### config.mk
export PLATFORM = sky130hd
export DESIGN_NAME = vfdc_serial_regs
export DESIGN_NICKNAME = d
export VERILOG_FILES = /design/src/rtl/vfdc_pkg.sv /design/src/rtl/vfdc_rx.sv /design/src/rtl/vfdc_dram.sv /design/src/rtl/vfdc_tx.sv /design/src/rtl/vfdc_serial_regs.sv
export SDC_FILE = /design/constraint.sdc
export NUM_CORES = 1
export LEC_CHECK = 0
export ABC_AREA = 1
export BUFFER_PORTS_ARGS = -buffer_cell sky130_fd_sc_hd__buf_2
export CAP_MARGIN = 10
export CORE_MARGIN = 2
export CORE_UTILIZATION = 46
export CTS_CLUSTER_SIZE = 12
export DETAILED_ROUTE_END_ITERATION = 10
export SLEW_MARGIN = 10
export SYNTH_ARGS = -nofsm -noshare
export SYNTH_HDL_FRONTEND = slang
export SYNTH_HIERARCHICAL = 1
export SYNTH_SLANG_ARGS = --single-unit
### constraint.sdc
create_clock -name clk -period 3.82 [get_ports clk]
set_input_delay 0.191 -clock clk [delete_from_list [all_inputs] [get_ports clk]]
set_output_delay 0.191 -clock clk [all_outputs]
set_load 0.03 [all_outputs]
### src/rtl/vfdc_pkg.sv
package vfdc_pkg;
  localparam int BYTE_W = 8;

  typedef enum logic [1:0] {
    CMD_DMODE = 2'b00,
    CMD_DSET  = 2'b01,
    CMD_DCTRL = 2'b10,
    CMD_ADDR  = 2'b11
  } cmd_kind_e;

  typedef enum logic [1:0] {
    OP_WR_DISP = 2'b00,
    OP_WR_LED  = 2'b01,
    OP_RD_KEY  = 2'b10,
    OP_RD_SW   = 2'b11
  } dset_op_e;

  typedef struct packed {
    dset_op_e op;
    logic     fixed;
  } dset_t;
endpackage

### src/rtl/vfdc_rx.sv
module vfdc_rx
  import vfdc_pkg::*;
(
  input  logic              clk,
  input  logic              rst,
  input  logic              ser_clk,
  input  logic              ser_stb_n,
  input  logic              ser_din,
  output logic              frame_act,
  output logic              sclk_fall,
  output logic              byte_done,
  output logic              byte_is_cmd,
  output logic [BYTE_W-1:0] byte_val,
  output logic [2:0]        bit_idx
);
  logic clk_q, clk_d, stb_q, din_q, first_q;
  logic [2:0]        cnt_q;
  logic [BYTE_W-1:0] sh_q;
  logic              sclk_rise;
  logic [BYTE_W-1:0] sh_next;

  assign sclk_rise = clk_q & ~clk_d;
  assign sclk_fall = ~clk_q & clk_d;
  assign frame_act = ~stb_q;
  assign bit_idx   = cnt_q;
  assign sh_next   = {din_q, sh_q[BYTE_W-1:1]};

  always_ff @(posedge clk) begin
    if (rst) begin
      clk_q       <= 1'b1;
      clk_d       <= 1'b1;
      stb_q       <= 1'b1;
      din_q       <= 1'b0;
      first_q     <= 1'b1;
      cnt_q       <= '0;
      sh_q        <= '0;
      byte_done   <= 1'b0;
      byte_is_cmd <= 1'b0;
      byte_val    <= '0;
    end else begin
      clk_q     <= ser_clk;
      clk_d     <= clk_q;
      stb_q     <= ser_stb_n;
      din_q     <= ser_din;
      byte_done <= 1'b0;
      if (stb_q) begin
        cnt_q   <= '0;
        first_q <= 1'b1;
      end else if (sclk_rise) begin
        sh_q  <= sh_next;
        cnt_q <= cnt_q + 3'd1;
        if (cnt_q == 3'd7) begin
          byte_done   <= 1'b1;
          byte_val    <= sh_next;
          byte_is_cmd <= first_q;
          first_q     <= 1'b0;
        end
      end
    end
  end
endmodule

### src/rtl/vfdc_dram.sv
module vfdc_dram #(
  parameter int DEPTH = 22,
  parameter int DW    = 8,
  localparam int AW   = $clog2(DEPTH)
) (
  input  logic          clk,
  input  logic          rst,
  input  logic          we,
  input  logic [AW-1:0] waddr,
  input  logic [DW-1:0] wdata,
  input  logic [AW-1:0] raddr,
  output logic [DW-1:0] rdata
);
  localparam logic [AW-1:0] LAST = AW'(DEPTH - 1);

  logic [DW-1:0] mem [DEPTH];

  always_ff @(posedge clk) begin
    if (we) mem[waddr] <= wdata;
  end

  always_ff @(posedge clk) begin
    if (rst)                rdata <= '0;
    else if (raddr <= LAST) rdata <= mem[raddr];
    else                    rdata <= '0;
  end
endmodule

### src/rtl/vfdc_tx.sv
module vfdc_tx
  import vfdc_pkg::*;
#(
  parameter int KEY_BYTES = 3,
  parameter int SW_W      = 4,
  localparam int IW       = $clog2(KEY_BYTES + 1)
) (
  input  logic                   clk,
  input  logic                   rst,
  input  logic                   load,
  input  logic                   byte_adv,
  input  logic                   sel_key,
  input  logic                   rd_active,
  input  logic                   sclk_fall,
  input  logic [2:0]             bit_idx,
  input  logic [KEY_BYTES*8-1:0] key_bits,
  input  logic [SW_W-1:0]        sw_in,
  output logic                   dout
);
  logic [IW-1:0]     idx_q;
  logic [BYTE_W-1:0] cur;

  always_comb begin
    cur = '0;
    if (sel_key) begin
      for (int i = 0; i < KEY_BYTES; i++) begin
        if (idx_q == IW'(i)) cur = key_bits[i*8 +: 8];
      end
    end else begin
      cur = {{(BYTE_W-SW_W){1'b0}}, sw_in};
    end
  end

  always_ff @(posedge clk) begin
    if (rst) begin
      idx_q <= '0;
      dout  <= 1'b0;
    end else begin
      if (load)
        idx_q <= '0;
      else if (byte_adv && idx_q != IW'(KEY_BYTES))
        idx_q <= idx_q + 1'b1;
      if (sclk_fall && rd_active)
        dout <= cur[bit_idx];
    end
  end
endmodule

### src/rtl/vfdc_serial_regs.sv
module vfdc_serial_regs
  import vfdc_pkg::*;
#(
  parameter int DIGITS          = 11,
  parameter int BYTES_PER_DIGIT = 2,
  parameter int LED_W           = 4,
  parameter int SW_W            = 4,
  parameter int KEY_BYTES       = 3,
  localparam int DEPTH          = DIGITS * BYTES_PER_DIGIT,
  localparam int AW             = $clog2(DEPTH)
) (
  input  logic                   clk,
  input  logic                   rst,
  input  logic                   ser_clk,
  input  logic                   ser_stb_n,
  input  logic                   ser_din,
  output logic                   ser_dout,
  output logic                   ser_dout_oe,
  output logic [LED_W-1:0]       led_n,
  input  logic [SW_W-1:0]        sw_in,
  input  logic [KEY_BYTES*8-1:0] key_bits,
  input  logic [AW-1:0]          disp_raddr,
  output logic [BYTE_W-1:0]      disp_rdata,
  output logic [3:0]             disp_mode,
  output logic [3:0]             disp_ctrl
);
  localparam int ADDR_FLD_W          = 5;
  localparam logic [AW-1:0] LAST     = AW'(DEPTH - 1);
  localparam logic [ADDR_FLD_W-1:0] LAST_FLD = ADDR_FLD_W'(DEPTH - 1);

  logic              frame_act, sclk_fall, byte_done, byte_is_cmd;
  logic [BYTE_W-1:0] byte_val;
  logic [2:0]        bit_idx;
  logic              cmd_done, data_done, ram_we, led_we, rd_load;
  logic              rd_active;
  logic [AW-1:0]     waddr;
  dset_t             dset_q;
  cmd_kind_e         cmd_kind;
  logic [ADDR_FLD_W-1:0] addr_fld;

  vfdc_rx u_rx (
    .clk         (clk),
    .rst         (rst),
    .ser_clk     (ser_clk),
    .ser_stb_n   (ser_stb_n),
    .ser_din     (ser_din),
    .frame_act   (frame_act),
    .sclk_fall   (sclk_fall),
    .byte_done   (byte_done),
    .byte_is_cmd (byte_is_cmd),
    .byte_val    (byte_val),
    .bit_idx     (bit_idx)
  );

  assign cmd_kind  = cmd_kind_e'(byte_val[7:6]);
  assign addr_fld  = byte_val[ADDR_FLD_W-1:0];
  assign cmd_done  = byte_done & byte_is_cmd;
  assign data_done = byte_done & ~byte_is_cmd;
  assign ram_we    = data_done & ~rd_active & (dset_q.op == OP_WR_DISP);
  assign led_we    = data_done & ~rd_active & (dset_q.op == OP_WR_LED);
  assign rd_load   = cmd_done & (cmd_kind == CMD_DSET) & byte_val[1];

  always_ff @(posedge clk) begin
    if (rst) begin
      rd_active <= 1'b0;
      dset_q    <= '{op: OP_WR_DISP, fixed: 1'b0};
      waddr     <= '0;
      led_n     <= '1;
      disp_mode <= '0;
      disp_ctrl <= '0;
    end else begin
      if (!frame_act)   rd_active <= 1'b0;
      else if (rd_load) rd_active <= 1'b1;

      if (cmd_done) begin
        unique case (cmd_kind)
          CMD_DMODE: disp_mode <= byte_val[3:0];
          CMD_DCTRL: disp_ctrl <= byte_val[3:0];
          CMD_DSET: begin
            dset_q.op    <= dset_op_e'(byte_val[1:0]);
            dset_q.fixed <= byte_val[2];
          end
          CMD_ADDR: begin
            if (addr_fld <= LAST_FLD) waddr <= addr_fld[AW-1:0];
          end
        endcase
      end

      if (ram_we && !dset_q.fixed)
        waddr <= (waddr == LAST) ? '0 : waddr + 1'b1;

      if (led_we) led_n <= byte_val[LED_W-1:0];
    end
  end

  assign ser_dout_oe = rd_active;

  vfdc_dram #(.DEPTH(DEPTH), .DW(BYTE_W)) u_dram (
    .clk   (clk),
    .rst   (rst),
    .we    (ram_we),
    .waddr (waddr),
    .wdata (byte_val),
    .raddr (disp_raddr),
    .rdata (disp_rdata)
  );

  vfdc_tx #(.KEY_BYTES(KEY_BYTES), .SW_W(SW_W)) u_tx (
    .clk       (clk),
    .rst       (rst),
    .load      (rd_load),
    .byte_adv  (data_done & rd_active),
    .sel_key   (dset_q.op == OP_RD_KEY),
    .rd_active (rd_active),
    .sclk_fall (sclk_fall),
    .bit_idx   (bit_idx),
    .key_bits  (key_bits),
    .sw_in     (sw_in),
    .dout      (ser_dout)
  );
endmodule

* Yosys cells after proc, flatten, opt, wreduce, memory -nomap -nowiden
Memory sizes are Yosys's and may differ from the RTL's. A register that Yosys moved wholly into a read port is not among the register bits. Cells that the tools add are included.
Storage, ports and cells: register bits after elaboration 50, RAM bits 176, output and inout bits 22, memories kept 1
Cells by class: $add $sub $neg 3, order comparisons 3, equality and inequality tests 10, multiplexer cells 14, bitwise operators 17, reduce and logical (&&, ||, !) cells 21
Memory list:
- u_dram.mem | depth 22, width 8, read ports 1, clocked after memory_dff 1, write ports 1, RTL line vfdc_dram.sv:16 | logic [DW-1:0] mem [DEPTH];
Operators by type and width (number):
- $mux 8 | 4
- $mux 5 | 5
- $and 1x1->1 | 10
- $le 5x5->1 const B | 2
- $reduce_and 2->1 | 5
- $eq 2x2->1 const B | 4
- $not 1->1 | 7
- $eq 2x1->1 const B | 3
- $logic_not 2->1 | 3
- $reduce_and 3->1 | 2
- $reduce_bool 2->1 | 3
- $reduce_or 2->1 | 3
- $add 5x1->5 const B | 1
- $eq 5x5->1 const B | 1
- $lt 3x4->1 const B | 1
- $mux 1 | 4
- $add 3x1->3 const B | 1
- $bmux 1 s3 | 1
- $eq 3x3->1 const B | 1
- $logic_and 1x1->1 | 3
- $reduce_or 3->1 | 1
- $add 2x1->2 const B | 1
- $ne 2x2->1 const B | 1
- $logic_not 1->1 | 1

* Logic depth before layout (Yosys ltp)
Gate-level depths: netlist of the first run.
depth after elaboration 7, gate-level depth with buffers 13

* Hierarchy
Netlist of the first run, hierarchy kept.
Modules (own cells, without submodules):
- vfdc_dram | times used 1, cells an instance 784, area an instance 7956.4 um^2, seq. area each 5445.2 um^2
- vfdc_rx | times used 1, cells an instance 140, area an instance 1012.2 um^2, seq. area each 500.5 um^2
- vfdc_serial_regs | times used 1, cells an instance 142, area an instance 1003.5 um^2, seq. area each 420.4 um^2
- vfdc_tx | times used 1, cells an instance 100, area an instance 545.5 um^2, seq. area each 60.1 um^2

* Least setup slack after synthesis of the first run
Ideal clock, no wire load.
kind reg2reg, start point register rd_active, in the netlist ser_dout_oe, end point memory u_dram.mem[17][0], enable pin, data arrival time 1.391 ns, setup slack 2.058 ns, cell stages (with the launch flop) 6, buffers on the path 0, period minus slack after synthesis 1.762 ns, cells stage by stage dfxtp_1 > inv_1 > nand3_2 > inv_1 > nand3_1 > nor2_1
On the way: word-level cells in the longest chain between the ends 5
Ends and longest elaborated chain:
- start: declaration | RTL line vfdc_serial_regs.sv:35 | logic rd_active;
- start signal: assignment | RTL line vfdc_serial_regs.sv:65 | rd_active <= 1'b0;
- start signal: assignment | RTL line vfdc_serial_regs.sv:72 | if (!frame_act) rd_active <= 1'b0;
- start signal: assignment | RTL line vfdc_serial_regs.sv:73 | else if (rd_load) rd_active <= 1'b1;
- $not 1->1 | RTL line vfdc_serial_regs.sv:59 | assign ram_we = data_done & ~rd_active & (dset_q.op == OP_WR_DISP);
- $and 1x1->1 (2 in a row) | RTL line vfdc_serial_regs.sv:59
- net ram_we | RTL line vfdc_serial_regs.sv:34 | logic cmd_done, data_done, ram_we, led_we, rd_load;
- $mux 1 | RTL line vfdc_dram.sv:19 | if (we) mem[waddr] <= wdata;
- $mux 1 (not written as such) | RTL line vfdc_dram.sv:19
- end: declaration | RTL line vfdc_dram.sv:16
The timed path passes the listed nets, and every way through them passes these cells.

* Worst setup path in the final report of the first run
start point register u_rx.byte_done, end point memory u_dram.mem[12][5], enable pin
On the way: word-level cells in the longest chain between the ends 5
Ends and longest elaborated chain:
- start: declaration | RTL line vfdc_rx.sv:11 | output logic byte_done,
- start signal: assignment | RTL line vfdc_rx.sv:37 | byte_done <= 1'b0;
- start signal: assignment | RTL line vfdc_rx.sv:45 | byte_done <= 1'b0;
- start signal: assignment | RTL line vfdc_rx.sv:53 | byte_done <= 1'b1;
- $and 1x1->1 | RTL line vfdc_serial_regs.sv:58 | assign data_done = byte_done & ~byte_is_cmd;
- $and 1x1->1 (2 in a row) | RTL line vfdc_serial_regs.sv:59
- net ram_we | RTL line vfdc_serial_regs.sv:34
- $mux 1 | RTL line vfdc_dram.sv:19
- $mux 1 (not written as such) | RTL line vfdc_dram.sv:19
The timed path passes the listed nets, and every way through them passes these cells.

==> flow_summary.yaml, run 1 <==
grt:
  grt_usage_pct: 20.0
  grt_max_degree: 93
  antenna_found_initial: 0
  grt_overflow: 0
  grt_pass1_wl_um: 37600
  grt_pass1_vias: 7041
route:
  routed_wl_um: 23800
  ant_nets: 0
  drc: 0
  vias: 7418
  dr.first_iter.drc_count: 616
  wl_per_cell_um: 15.6
  vias_per_cell: 4.85
  drt_first_pass_iters: 8
synthesis:
  synthSimpleGateAreaFrac_pct: 24.9
  synthFlopType: "edfxtp_1"
  synth-async-reset-ratio_pct: 0
  synth_top_area_share_pct: 50.2
  synth_top_family_by_area: "simple AND/OR/NAND/NOR gates"
  synthCells: 1166
  ys_top_cells_by_count: "nand2_1, edfxtp_1, inv_1"
  synth_xor_area_share_pct: 0.0833
  synthAdderAreaFrac_pct: 0.952
  syn-num-nets: 1212
  ys_types: 35
  synth_compound_area_share_pct: 4.10
  synth_warnings: 6
  syn_area_per_cell_um2: 9.02
  syn_area_um2: 10500
  synth_edf_count: 176
  yosysMostFrequentCell: "nand2_1"
  yosysTopAreaCell: "edfxtp_1"
  synth_mux_area_share_pct: 0
  synth.area.top_cells: "edfxtp_1, nand2_1, dfxtp_1"
  seq_area_frac_synth_pct: 61.1
  yosys_register_bits: 233
power_and_ir_drop:
  power_uw: 5170
  ir_drop_uv: 246
  p_leak_uw: 0.00524
  p_per_area_nw_per_um2: 439
place:
  port-buffer-count: 59
  gp_congestion: 0.829
  dp_hpwl_um: 14900
  preCtsSetupSlack_ns: 1.54
timing:
  fmax_mhz: 429
  slew-limit-headroom_pct: 23.0
  finalHoldViolCount: 0
  setup_viol_count_final: 0
  maxSlewViolCount: 0
  post-route-worst-setup-slack_ns: 1.49
  finalCriticalPeriod_ns: 2.33
  worstMarginPinSlew_ns: 1.15
  holdWs_ns: 0.0436
  rsz0062_at_grt: "no"
  tns_ns: 0
  period_share_pct: 61.1
  finalClockSkew_ns: 0.0206
die:
  start_util_pct: 46.6
  core_area_um2: 22600
  die_area_um2: 24100
  die_y_um: 155
  row_count: 55
  io_pins: 60
  die_w_um: 155
min_path:
  hold_class: "in2reg"
run:
  maxCapViolCount: 0
cells_and_area:
  drive_gt1_share_pct: 11.6
  nets: 1273
  insertedDiodeCount: 0
  post-route-util_pct: 52.2
  nFillCells: 2102
  area_delta_synth_final_pct: 11.9
clock_tree:
  cts_buffer_depth: 3
  cts_tree: "built"
  cts_made_buffers: 25
  cts_num_sinks: 233
  htree_levels: 1
  clk_latency_ns: 0.52
  path_clk_slew_ns: 0.06
  root_buffer: "clkbuf_16"
  cts_setup_buffers: 0
worst_setup_path:
  critical_path_class: "reg2reg"
  slowest_delay_ns: 0.70
  startpoint_type: "register"
  arrival_ns: 2.48
  path_cells: "inv_2 > nor2_2 > nand3_2 > inv_1 > nand3_1 > nor2_1"
  critical-path-slowest-cell: "nor2_1"
  critical_path.max_fanout: 8
  required_ns: 3.96
  critPathCaptureType: "register"
run_status:
  status: "finished clean"
-- registers in the layout (all words and copies together), names as in the netlist, 2 cells and up --
name           flops
u_rx/byte_val      8
u_rx/bit_idx       3
disp_ctrl          4
u_rx/sh_q          7
dset_q             3
disp_mode          4
led_n              4
u_tx/idx_q         2
u_dram/rdata       8
u_dram/mem       176
waddr              5
-- report_power, final --
group / switching [uW] / leakage (uW) / internal, uW
clock: 939 / 0.000377 / 1280
combinational: 173 / 0.00238 / 81.5
sequential: 3.20 / 0.00248 / 2690
total: 1110 / 0.00524 / 4050
-- cells in the final DEF (no fill, tap or decap), types with 4 or more instances in the layout --
master	count
edfxtp_1	176
a21oi_1	32
nor2_1	163
inv_1	167
o21ai_1	8
buf_4	8
clkinv_2	5
inv_2	8
a21oi_2	9
nand3_1	95
nor3_1	8
clkbuf_1	8
clkbuf_16	25
dfxtp_1	56
buf_2	59
or2_2	4
dlygate4sd3_1	4
o21ai_0	26
ha_1	8
nand2_1	339
-- final timing paths --
path	from	end	slack, ns	cells after the start
max	u_rx/byte_done$_SDFF_PP0_	u_dram/mem[12][5]$_DFFE_PP_	1.49	6
min	rst	dset_q[2]$_SDFFE_PP0P_	0.04	2
max reg2reg	u_rx/byte_done$_SDFF_PP0_	u_dram/mem[12][5]$_DFFE_PP_	1.49	6
min reg2reg	led_n[0]$_SDFFE_PP1P_	led_n[0]$_SDFFE_PP1P_	0.48	2
-- layout make-up --
cell class	instances	area, um^2	area share (%)
timing repair buffer	71	395	3.36
sequential	233	6430	54.6
tap	285	357	3.03
clock inverter	7	37.5	0.319
clock buffer	39	712	6.05
inverter	180	686	5.82
multi-input combinational	716	3160	26.8
-- metrics by stage --
| stage | instances | instance area (um^2) |
|---|---|---|
| floorplan | 1166 | 10500 |
| global placement | 1481 | 11000 |
| detailed placement | 1481 | 11000 |
| CTS | 1531 | 11800 |
| global route | 1531 | 11800 |
| finish | 1531 | 11800 |
-- routing by layer --
metal / global-route usage, % / wire (um) / vias to the layer above
met5: 0 / 0 / -
met4: 5.59 / 515 / 0
met3: 3.09 / 1370 / 33
met2: 34.3 / 11200 / 210
met1: 26.5 / 10700 / 3353
li1: - / - / 3822
-- repair_timing --
| action | 4_1_cts | 5_1_grt |
|---|---|---|
| hold buffers | 4 | 0 |
| gates resized for setup | 0 | 0 |
| hold endpoints to repair | 3 | 0 |
-- worst max-delay path: cells and delay by family, from the launching register on --
kind | cells | cell delay [ns]
buf+inv | 2 | 0.18
flops | 1 | 0.36
simple gates | 4 | 1.41
-- cell families (layout without fill, tap and decap cells) --
| kind of cell | after synthesis | after routing |
|---|---|---|
| XOR/XNOR | 1 | 1 |
| buffers and inverters | 217 | 297 |
| adder cells (fa/ha/maj) | 8 | 8 |
| AND/OR/NAND/NOR | 629 | 629 |
| AO/OA/AOI/OAI | 78 | 78 |
| flip-flops | 233 | 233 |
No activity file was read; power rests on OpenSTA's default activity.
==> inputs of run 2 (changes only) <==
--- a/config.mk
+++ b/config.mk
@@ -12,6 +12,7 @@
 export CORE_UTILIZATION = 46
 export CTS_CLUSTER_SIZE = 12
 export DETAILED_ROUTE_END_ITERATION = 10
+export PLACE_DENSITY = 0.65
 export SLEW_MARGIN = 10
 export SYNTH_ARGS = -nofsm -noshare
 export SYNTH_HDL_FRONTEND = slang
==> constraint.sdc (replaced) <==
create_clock -name clk -period 2 [get_ports clk]
set_input_delay 0.1 -clock clk [delete_from_list [all_inputs] [get_ports clk]]
set_output_delay 0.1 -clock clk [all_outputs]
set_load 0.03 [all_outputs]
==> run 2 against run 1 <==
Effect of this change:
- wire length rose by 1.1%
- design area rose by 3.0%
- die area did not move
- clock-buffer cell count rose by 2
- critical path depth rose by 1
- combinational power rose by 98%
- largest cell class unchanged
==> flow_summary.yaml, run 2 (synthesis results as in run 1) <==
run:
  maxCapViolCount: 0
grt:
  grt_overflow: 0
  grt_usage_pct: 20.2
  antenna_found_initial: 0
  grt_max_degree: 93
  grt_pass1_wl_um: 38300
  grt_pass1_vias: 7403
die:
  start_util_pct: 46.6
  io_pins: 60
  die_y_um: 155
  die_w_um: 155
  die_area_um2: 24100
  row_count: 55
  core_area_um2: 22600
timing:
  period_share_pct: 93.6
  tns_ns: 0
  setup_viol_count_final: 0
  rsz0062_at_grt: "yes"
  maxSlewViolCount: 0
  finalHoldViolCount: 0
  finalCriticalPeriod_ns: 1.87
  finalClockSkew_ns: 0.0117
  slew-limit-headroom_pct: 56.5
  worstMarginPinSlew_ns: 0.652
  fmax_mhz: 534
power_and_ir_drop:
  p_per_area_nw_per_um2: 818
  p_leak_uw: 0.00550
  ir_drop_uv: 615
cells_and_area:
  reg.largest.list: "u_dram/mem: 176 flops, u_dram/rdata: 8 flops, u_rx/byte_val: 8 flops"
  final_cell_mix: "nand2_1, edfxtp_1, inv_1"
  final_common_cell: "nand2_1"
  drive_gt1_share_pct: 14.1
  largest-register: "u_dram/mem"
  nets: 1311
  largest_reg_flops: 176
  area_delta_synth_final_pct: 15.3
  insertedDiodeCount: 0
  post-route-util_pct: 53.7
  nFillCells: 2043
worst_setup_path:
  required_ns: 2.24
  critical_path_class: "reg2reg"
  startpoint_type: "register"
  critPathCaptureType: "register"
  critical_path.max_fanout: 5
  arrival_ns: 2.11
clock_tree:
  cts_tree: "built"
  root_buffer: "clkbuf_16"
  cts_num_sinks: 233
  clk_latency_ns: 0.52
  path_clk_slew_ns: 0.06
  cts_made_buffers: 25
  cts_buffer_depth: 3
  post_cts_resized: 0
  cts_setup_buffers: 0
  htree_levels: 1
route:
  vias: 7704
  wl_per_cell_um: 15.4
  ant_nets: 0
  drt_first_pass_iters: 5
  dr.first_iter.drc_count: 646
  vias_per_cell: 4.91
  routed_wl_um: 24100
  drc: 0
run_status:
  status: "finished clean"
place:
  port-buffer-count: 59
  gp_congestion: 0.802
  dp_hpwl_um: 15900
min_path:
  hold_class: "in2reg"
## run 2: cell count changes in the layout (fill, tap and decap cells not counted), sizes merged
cell / change
clkinv: -2
buf: +36
clkbuf: +2
dlygate4sd3: +2
## run 2: what timing repair did
action,4_1_cts,5_1_grt
endpoints found under the hold margin,12,0
hold buffers,6,0
setup endpoints to repair,0,8
## run 2: metal layers
metal  track usage (%)  routed length [um]
met1              26.9               10700
met4              6.16                 578
met2              34.1               11400
met3              3.18                1470
met5                 0                   0
## run 2: through the flow
step                power [uW]  setup WS (ns)  hold WS, ns  cells  cell area (um^2)
global route             10300       -0.00620        0.154   1569             12100
CTS                      10000          0.144       0.0903   1569             12100
finish                    9920          0.127        0.110   1569             12100
detailed placement        5750          0.163        0.285   1517             11300
floorplan                 5610          0.238        0.169   1166             10500
global placement          5750          0.165        0.283   1517             11300
## run 2: cell type report
class                   count  area (um^2)  area share, %
flip-flops and latches    233         6430           53.0
multi-input cells         716         3160           26.0
repair buffers            109          736           6.07
clock buffers              41          733           6.05
inverters                 180          686           5.66
well taps                 285          357           2.94
clock inverters             5         28.8          0.237
## run 2: worst paths after layout
kind,startpoint,endpoint,slack [ns],cells past startpoint
max,u_rx/byte_done$_SDFF_PP0_,u_dram/mem[2][6]$_DFFE_PP_,0.13,7
min,disp_raddr[2],u_dram/rdata[5]$_SDFF_PP0_,0.11,5
max reg2reg,u_rx/byte_done$_SDFF_PP0_,u_dram/mem[2][6]$_DFFE_PP_,0.13,7
min reg2reg,led_n[1]$_SDFFE_PP1P_,led_n[1]$_SDFFE_PP1P_,0.47,2
## run 2: worst max-delay path, cell delays in order (launching register included)
cell,delay [ns]
dfxtp_1,0.36
inv_2,0.05
nor2_2,0.14
nand3_2,0.13
inv_1,0.13
nand3_1,0.35
nor2_1,0.26
buf_4,0.16
## run 2: power by group
group | internal [uW] | switching, uW | leakage [uW] | total (uW)
logic | 165 | 338 | 0.00290 | 503
registers | 5150 | 5.96 | 0.00222 | 5150
clock network | 2500 | 1770 | 0.000384 | 4260
==> inputs of run 3 (changes only) <==
--- a/config.mk
+++ b/config.mk
@@ -8,11 +8,13 @@
 export ABC_AREA = 1
 export BUFFER_PORTS_ARGS = -buffer_cell sky130_fd_sc_hd__buf_2
 export CAP_MARGIN = 10
+export CELL_PAD_IN_SITES_DETAIL_PLACEMENT = 1
+export CELL_PAD_IN_SITES_GLOBAL_PLACEMENT = 2
 export CORE_MARGIN = 2
-export CORE_UTILIZATION = 46
+export CORE_UTILIZATION = 35
 export CTS_CLUSTER_SIZE = 12
 export DETAILED_ROUTE_END_ITERATION = 10
-export PLACE_DENSITY = 0.65
+export PLACE_DENSITY_LB_ADDON = 0.1
 export SLEW_MARGIN = 10
 export SYNTH_ARGS = -nofsm -noshare
 export SYNTH_HDL_FRONTEND = slang
==> run 3 against run 2 <==
Effect of this change:
- largest power group unchanged
- sequential cell count unchanged
- combinational power is 6.4% higher
- first-iteration DRC count decreased by 51%
- via count down 0.17%
- non-clock buffer count grew 6
- register-to-register slack improved by 0.12 ns
- cell count increased by 7.3%
- global-route usage decreased by 1.6 points
- utilization fell by 12 points
- fmax is 6.7% higher
- wire length is 19% higher
- sequential share of layout area fell by 1.1 points
==> flow_summary.yaml, run 3 (synthesis results as in run 1) <==
run_status:
  status: "finished clean"
worst_setup_path:
  path_cells: "inv_2 > nor2_2 > nand3_2 > inv_1 > nand3_1 > buf_4 > nor2_1 > buf_4"
  startpoint_type: "register"
  rr_worst_depth: 8
  critPathCaptureType: "register"
  critical-path-slowest-cell: "dfxtp_1"
  crit_top_cell: "buf_4"
  critical_path.max_fanout: 8
  regToRegSetupSlack_ns: 0.25
  r2r-end: "u_dram/mem[6][5]$_DFFE_PP_"
  r2r-start: "u_rx/byte_done$_SDFF_PP0_"
  arrival_ns: 1.98
  critical_path_class: "reg2reg"
  required_ns: 2.22
  slowest_delay_ns: 0.36
place:
  port-buffer-count: 59
  gp_congestion: 0.735
  place_inst: 1629
  dp_hpwl_um: 19700
route:
  ant_nets: 0
  vias: 7691
  routed_wl_um: 28600
  dr.first_iter.drc_count: 317
  vias_per_cell: 4.57
  wl_per_cell_um: 17.0
  drt_first_pass_iters: 4
  drc: 0
cells_and_area:
  largest-register: "u_dram/mem"
  nets: 1319
  fin_cells: 1683
  drive_gt1_share_pct: 15.0
  insertedDiodeCount: 0
  largest_reg_flops: 176
  final_cell_mix: "nand2_1, edfxtp_1, inv_1"
  reg.largest.list: "u_dram/mem: 176 flops, u_dram/rdata: 8 flops, u_rx/byte_val: 8 flops"
  area_delta_synth_final_pct: 17.7
  final_common_cell: "nand2_1"
timing:
  rsz0062_at_grt: "no"
  setup_viol_count_final: 0
  fmax_mhz: 570
  slew-limit-headroom_pct: 56.2
  finalHoldViolCount: 0
  holdWs_ns: 0.0918
  tns_ns: 0
  period_share_pct: 87.7
  finalCriticalPeriod_ns: 1.75
  finalClockSkew_ns: 0.00968
  maxSlewViolCount: 0
  worstMarginPinSlew_ns: 0.656
grt:
  antenna_found_initial: 0
  grt_pass1_wl_um: 44500
  grt_pass1_vias: 8066
  grt_usage_pct: 18.6
  grt_overflow: 0
  grt_max_degree: 62
min_path:
  hold_depth: 5
  hold_end: "u_dram/rdata[3]$_SDFF_PP0_"
  hp-start: "disp_raddr[2]"
  hold_class: "in2reg"
die:
  die_area_um2: 31500
  row_count: 63
  die_w_um: 177
  start_util_pct: 35.5
  core_area_um2: 29600
  die_y_um: 177
  io_pins: 60
power_and_ir_drop:
  power_switching_uw: 2250
  ir_drop_uv: 523
  swShare_pct: 21.5
  p_leak_uw: 0.00557
  comb_power_share_pct: 5.1
  clkPwrFrac_pct: 45.5
  p_seq_share_pct: 49.4
  p_per_area_nw_per_um2: 843
  intPower_uw: 8190
clock_tree:
  htree_levels: 1
  cts_tree: "built"
  cts_hold_buf: 5
  clk_latency_ns: 0.52
  root_buffer: "clkbuf_16"
  post_cts_resized: 0
  cts_num_sinks: 233
  cts_setup_buffers: 0
  cts_made_buffers: 27
  cts_buffer_depth: 3
  path_clk_slew_ns: 0.06
run:
  maxCapViolCount: 0
[run 3: changes by cell type in the layout (fill, tap and decap cells not counted), sizes merged]
cell and change:
buf +7, bufinv +1, dlygate4sd3 -1, inv +1
clkinv +2, clkbuf -1
[run 3: layout make-up]
class	instances	area [um^2]
clock buffer	40	796
clock inverter	9	77.6
fill	3510	17300
inverter	180	686
multi-input combinational	716	3160
sequential	233	6430
tap	390	488
timing repair buffer	115	753
[run 3: routing by layer]
metal  track usage (%)  vias up  wire (um)
met5                 0        -          0
met4              4.37        0        561
met3              2.78       38        939
met2              34.0      102      14500
met1              23.1     3642      12600
li1                  -     3909          -
[run 3: critical path: cells and delay by family (launching register included)]
kind,cells,cell delay [ns]
DFF,1,0.36
and+or+nand+nor,4,0.51
buffers and inverters,4,0.58
[run 3: worst max-delay path by stage]
stage                              startpoint                           to  slack [ns]  cells past startpoint
finish              u_rx/byte_done$_SDFF_PP0_   u_dram/mem[6][5]$_DFFE_PP_        0.25                      8
global route        u_rx/byte_done$_SDFF_PP0_   u_dram/mem[6][3]$_DFFE_PP_        0.12                      8
CTS                 u_rx/byte_done$_SDFF_PP0_   u_dram/mem[6][3]$_DFFE_PP_        0.24                      8
detailed placement  u_rx/byte_done$_SDFF_PP0_   u_dram/mem[6][7]$_DFFE_PP_        0.26                      8
global placement    u_rx/byte_done$_SDFF_PP0_   u_dram/mem[7][5]$_DFFE_PP_        0.33                      8
floorplan            ser_dout_oe$_SDFFE_PP0P_  u_dram/mem[17][0]$_DFFE_PP_        0.24                      5
[run 3: per-stage QoR]
step	setup WS (ns)	area, um^2	power, uW	utilization [%]
2_1_floorplan	0.238	10500	5610	-
3_3_place_gp	0.325	11500	5800	38.7
3_5_place_dp	0.264	11500	5800	38.7
4_1_cts	0.236	12400	10600	41.8
5_1_grt	0.118	12400	10800	41.8
6_report	0.245	12400	10400	41.8
[run 3: power by group through the flow]
stage	Combinational, uW	Sequential (uW)	Clock [uW]
finish	535	5160	4750
global route	606	5150	5060
CTS	550	5150	4900
detailed placement	541	5260	0
global placement	542	5260	0
floorplan	333	5280	0
